--- config.mk ---
export PLATFORM = sky130hd
export DESIGN_NAME = event_totalizer
export DESIGN_NICKNAME = d
export VERILOG_FILES = /design/src/rtl/totalizer_pkg.sv /design/src/rtl/level_sync.sv /design/src/rtl/tick_gen.sv /design/src/rtl/event_totalizer.sv
export SDC_FILE = /design/constraint.sdc
export NUM_CORES = 1
export LEC_CHECK = 0
export ABC_AREA = 1
export ABC_CLOCK_PERIOD_IN_PS = 1450
export BUFFER_PORTS_ARGS = -buffer_cell sky130_fd_sc_hd__clkbuf_2
export CORE_MARGIN = 5
export CORE_UTILIZATION = 52
export DETAILED_ROUTE_END_ITERATION = 10
export MAX_ROUTING_LAYER = met4
export PLACE_DENSITY = 0.75
export RECOVER_POWER = 25
export SLEW_MARGIN = 20
export SYNTH_ARGS = -nofsm -noshare
export SYNTH_HDL_FRONTEND = slang
export SYNTH_SLANG_ARGS = --single-unit
--- constraint.sdc ---
create_clock -name clk -period 1.45 [get_ports clk]
set_input_delay 0 -clock clk [delete_from_list [all_inputs] [get_ports clk]]
set_output_delay 0 -clock clk [all_outputs]
set_load 0.1 [all_outputs]
--- src/rtl/totalizer_pkg.sv ---
package totalizer_pkg;
    localparam int CNT_W       = 16;
    localparam int REFRESH_DIV = 4;
    localparam int PH_W        = $clog2(REFRESH_DIV);

    localparam logic [7:0] CMD_LOAD  = 8'h82;
    localparam logic [7:0] CMD_LATCH = 8'h84;

    typedef logic [CNT_W-1:0] cnt_t;

    typedef struct packed {
        cnt_t            cnt;
        cnt_t            rd;
        cnt_t            snap;
        logic [PH_W-1:0] phase;
        logic            zero;
        logic            int_mode;
        logic            evt_prev;
    } core_t;
endpackage

--- src/rtl/level_sync.sv ---
module level_sync #(
    parameter int STAGES = 2
) (
    input  logic clk,
    input  logic rst_n,
    input  logic async_i,
    output logic level_o
);
    logic [STAGES-1:0] sh_d, sh_q;

    always_comb begin
        sh_d = {sh_q[STAGES-2:0], async_i};
    end

    always_ff @(posedge clk or negedge rst_n) begin
        if (!rst_n) sh_q <= '0;
        else        sh_q <= sh_d;
    end

    assign level_o = sh_q[STAGES-1];
endmodule

--- src/rtl/tick_gen.sv ---
module tick_gen #(
    parameter int FAST_DIV   = 4,
    parameter int SLOW_RATIO = 100
) (
    input  logic clk,
    input  logic rst_n,
    input  logic slow_i,
    output logic tick_o
);
    localparam int PW = (FAST_DIV > 2) ? $clog2(FAST_DIV) : 1;
    localparam int SW = (SLOW_RATIO > 2) ? $clog2(SLOW_RATIO) : 1;

    logic [PW-1:0] pre_d, pre_q;
    logic [SW-1:0] sl_d, sl_q;
    logic          fast_tick, slow_tick;

    always_comb begin
        fast_tick = (pre_q == PW'(FAST_DIV - 1));
        slow_tick = fast_tick && (sl_q == SW'(SLOW_RATIO - 1));
        pre_d     = fast_tick ? '0 : pre_q + 1'b1;
        sl_d      = sl_q;
        if (fast_tick) sl_d = slow_tick ? '0 : sl_q + 1'b1;
    end

    always_ff @(posedge clk or negedge rst_n) begin
        if (!rst_n) begin
            pre_q <= '0;
            sl_q  <= '0;
        end else begin
            pre_q <= pre_d;
            sl_q  <= sl_d;
        end
    end

    assign tick_o = slow_i ? slow_tick : fast_tick;
endmodule

--- src/rtl/event_totalizer.sv ---
module event_totalizer #(
    parameter int SYNC_STAGES = 2,
    parameter int FAST_DIV    = 4,
    parameter int SLOW_RATIO  = 100
) (
    input  logic        clk,
    input  logic        rst_n,
    input  logic        ext_evt_i,
    input  logic        ext_gate_i,
    input  logic        src_int_i,
    input  logic        slow_tb_i,
    input  logic        cmd_valid_i,
    input  logic [7:0]  cmd_code_i,
    input  logic [15:0] load_val_i,
    output logic        zero_o,
    output logic [15:0] snap_o
);
    import totalizer_pkg::*;

    logic  evt_lvl, gate_lvl, tick, evt, do_load, do_latch;
    core_t c_d, c_q;

    level_sync #(.STAGES(SYNC_STAGES)) u_evt_sync (
        .clk(clk), .rst_n(rst_n), .async_i(ext_evt_i), .level_o(evt_lvl)
    );

    level_sync #(.STAGES(SYNC_STAGES)) u_gate_sync (
        .clk(clk), .rst_n(rst_n), .async_i(ext_gate_i), .level_o(gate_lvl)
    );

    tick_gen #(.FAST_DIV(FAST_DIV), .SLOW_RATIO(SLOW_RATIO)) u_tick (
        .clk(clk), .rst_n(rst_n), .slow_i(slow_tb_i), .tick_o(tick)
    );

    always_comb begin
        cnt_t nxt;
        do_load  = cmd_valid_i && (cmd_code_i == CMD_LOAD);
        do_latch = cmd_valid_i && (cmd_code_i == CMD_LATCH);
        evt      = c_q.int_mode ? tick : (evt_lvl && !c_q.evt_prev && gate_lvl);

        c_d          = c_q;
        c_d.evt_prev = evt_lvl;
        c_d.int_mode = src_int_i;
        nxt          = c_q.cnt;

        if (do_load) begin
            c_d.cnt   = load_val_i;
            c_d.rd    = load_val_i;
            c_d.phase = '0;
            c_d.zero  = 1'b0;
        end else if (evt) begin
            if (c_q.cnt == '0) begin
                nxt      = load_val_i;
                c_d.zero = 1'b0;
            end else begin
                nxt      = c_q.cnt - 1'b1;
                c_d.zero = (nxt == '0);
            end
            c_d.cnt = nxt;
            if (c_q.int_mode) begin
                c_d.rd = nxt;
            end else begin
                c_d.phase = c_q.phase + 1'b1;
                if (c_q.phase == PH_W'(REFRESH_DIV - 1)) c_d.rd = nxt;
            end
        end

        if (do_latch) c_d.snap = c_q.rd;
    end

    always_ff @(posedge clk or negedge rst_n) begin
        if (!rst_n) c_q <= '0;
        else        c_q <= c_d;
    end

    assign zero_o = c_q.zero;
    assign snap_o = c_q.snap;
endmodule

==> reports/summary.txt <==
Synth top area share -> 47.0%
Tot GR Track Use -> 23.0%
largest net degree at the start of global routing -> 34
number of enable flip-flop cells after synthesis -> 0
Multi-input gate area -> 1810 µm²
Critical Path RT -> 1760 ps
hold depth -> 5
Synth area leader -> dfrtp_1
CP Data Arrival Time -> 2000 ps
die footprint -> 8500 µm²
Cell variety after synth -> 29
Area growth, synth to finish -> 38.1%
Leakage -> 2.48 nW
Worst Min Path Start -> load_val_i[14]
Clock transition at path regs -> 90 ps
die width -> 92.2 µm
slowest cell delay on critical path -> 410 ps
synth warn -> 0
class of the most critical hold timing path -> input port to flip-flop
most common cell in the netlist -> nand2_1
main combinational cell family by area after synthesis -> simple AND/OR/NAND/NOR gates
violated checks -> negative setup slack
Worst Tran Pin Value -> 657 ps
final period utilization -> 117%
Die Height -> 92.2 µm
DP HPWL -> 6.01 mm
post-route setup TNS -> -4920 ps
Worst R2R End -> zero_o
routed length per instance -> 16.5 µm
post-synthesis xor/xnor area fraction -> 0.748%
vias -> 3,248
Total Power -> 0.00906 W
endpoint class of the critical path -> flip-flop
cts bufs inserted -> 9
Most common cell on crit path -> nand2_1
Worst setup SP type -> flip-flop
GP Congestion -> 0.977
H-tree depth -> 3
CTS root buffer -> clkbuf_8
Post-DRT Antenna Nets -> 0
CP Max Fanout -> 7
initial antenna violation count -> 0
DR iter-0 viols -> 232
min cycle time layout -> 1700 ps
Fin. Hold Viols -> 0
core region area -> 6680 µm²
Worst R2R Setup Slack -> -250 ps
Top FF cell, synth -> dfrtp_1
nets@finish -> 551
Clk Latency, worst-skew pair -> 360 ps
critical path class -> flip-flop to flip-flop
Syn Area/Cell -> 8.43 µm²
drt drc -> 0
ratio of cells with drive above 1 in the final layout -> 42.8%
simple-gate share of the synthesized area -> 25.1%
Peak supply drop -> 1.19 mV
post-synthesis mux area share -> 3.20%
max cap viols -> 0
final setup vio count -> 33
RSZ-0062 raised after global routing -> yes
status -> complete, but fails checks
ys async rst share -> 100%
cells along the critical path -> buf_4 > nor2_4 > nand2_4 > nor2_4 > nand2_1 > nand2_1 > nand3_1 > nor2_1 > nand3_1 > nand2_1
Syn Nets -> 454
max-slew violations -> 0
Port Buffers -> 47
R2R Path Start -> c_q[38]
initial core utilization -> 52.6%
post-synthesis adder-cell area fraction -> 2.14%
Worst Skew -> 14.5 ps
pwr dens -> 1870 nW/µm²
post-synthesis sequential area ratio -> 47.0%
vias in the first global route -> 3,073
vias per inst -> 5.42
FP Rows -> 30
Post-Syn Area -> 3510 µm²
CTS tree -> done
synth cell count leaders -> 113 x nand2_1, 66 x dfrtp_1, 45 x inv_1
Hold Path Sink -> c_q[51]
dominant cells by area after synthesis -> dfrtp_1 47%, nand2_1 12%, o21ai_2 5.2%
Initial DRT Pass Iterations -> 5
ANT cells -> 0
global-route wire length before repair -> 14.8 mm
Worst Setup Slack, final -> -246 ps
Rel. slew slack -> 56.2%
number of synthesized register bits -> 66
Bufs on Longest Clock Path -> 2
Filler cells -> 450
GR Overflow Total -> 0
fmax -> 590 MHz
post-synthesis cell count -> 417
total wire length -> 9.90 mm
I/O pins -> 48
post-synthesis compound-gate area fraction -> 11.0%
highest-delay cell along the critical path -> dfrtp_1
crit path from -> c_q[38]
Register-to-Register Path Depth -> 10
register area -> 1660 µm²
# clock sinks -> 66
## routing by layer
layer | share of wire (%) | global-route usage, % | vias up
li1 | - | - | 1509
met1 | 42 | 30.7 | 1554
met2 | 49 | 34.7 | 161
met3 | 8.0 | 5.00 | 24
met4 | 1.6 | 8.29 | 0
met5 | 0 | - | -
## cell type report
| cell class | count | area share, % |
|---|---|---|
| clock buffers | 10 | 2.84 |
| clock inverters | 6 | 1.83 |
| inverters | 48 | 3.97 |
| multi-input cells | 276 | 37.3 |
| flip-flops and latches | 66 | 34.1 |
| well taps | 80 | 2.06 |
| repair buffers | 112 | 17.5 |
| repair inverters | 1 | 0.335 |
## placed cells by master (no fill, tap or decap), types with 3 or more instances in the layout
master / n
nand2_1: 97
dfrtp_1: 62
clkbuf_2: 48
inv_1: 43
buf_4: 41
nor2_1: 21
o21ai_2: 18
nand2_2: 14
dlygate4sd3_1: 14
nand3_1: 13
o21ai_0: 12
o21ai_1: 12
nor2_2: 11
nor2_4: 10
mux2_2: 10
clkbuf_8: 10
nand3_2: 9
o21ai_4: 9
a21oi_1: 8
nand2_4: 6
buf_12: 5
inv_2: 4
dfrtp_2: 4
nor3_1: 3
nand3_4: 3
nand4_1: 3
xor2_1: 3
## flip-flops by register name, indices dropped and copies added, names as in the netlist
signal            flops
c_q                  36
snap_o               16
u_tick.sl_q           7
u_evt_sync.sh_q       2
u_gate_sync.sh_q      2
u_tick.pre_q          2
zero_o                1
## where the power goes
| group | internal [W] | total [W] | switching [W] |
|---|---|---|---|
| registers | 0.00230 | 0.00268 | 0.000385 |
| clock network | 0.00102 | 0.00182 | 0.000802 |
| logic | 0.00185 | 0.00456 | 0.00271 |
## repair_timing
item / 4_1_cts / 5_1_grt
cloned: 0 / 3
buffers inserted: 2 / 4
pin swaps: 5 / 8
endpoints found under the setup margin: 34 / 36
gates resized for setup: 23 / 56
hold endpoints to repair: 46 / 0
hold buffers: 14 / 0
## how the worst max path moves through the flow
| stage | endpoint | slack, ps |
|---|---|---|
| 2_1_floorplan | c_q[25] | -40 |
| 3_5_place_dp | zero_o | -250 |
| 4_1_cts | c_q[21] | -130 |
| 5_1_grt | zero_o | -340 |
| 3_3_place_gp | zero_o | -230 |
| 6_report | zero_o | -250 |
## logic make-up after synthesis
family / count (synthesis)
AO/OA/AOI/OAI: 61
XOR/XNOR: 3
adder cells (fa/ha/maj): 6
buffers and inverters: 75
flip-flops: 66
multiplexers: 10
AND/OR/NAND/NOR: 196
## per-stage QoR
stage	setup WS, ps	util (%)	hold slack, ps	instances	instance area [µm²]
final	-246	72.6	13.6	599	4850
after global routing	-344	72.6	19.0	599	4850
after CTS	-130	68.1	2.41	592	4550
after detailed placement	-251	61.3	56.7	560	4100
after global placement	-231	61.3	46.8	560	4100
after floorplan	-40.8	-	-296	417	3590
## critical path: cells and delay by family, from the launching register on
family | cells | cell delay, ps
simple gates | 9 | 1070
buf+inv | 1 | 150
flops | 1 | 410
(Power assumes the default switching activity.)
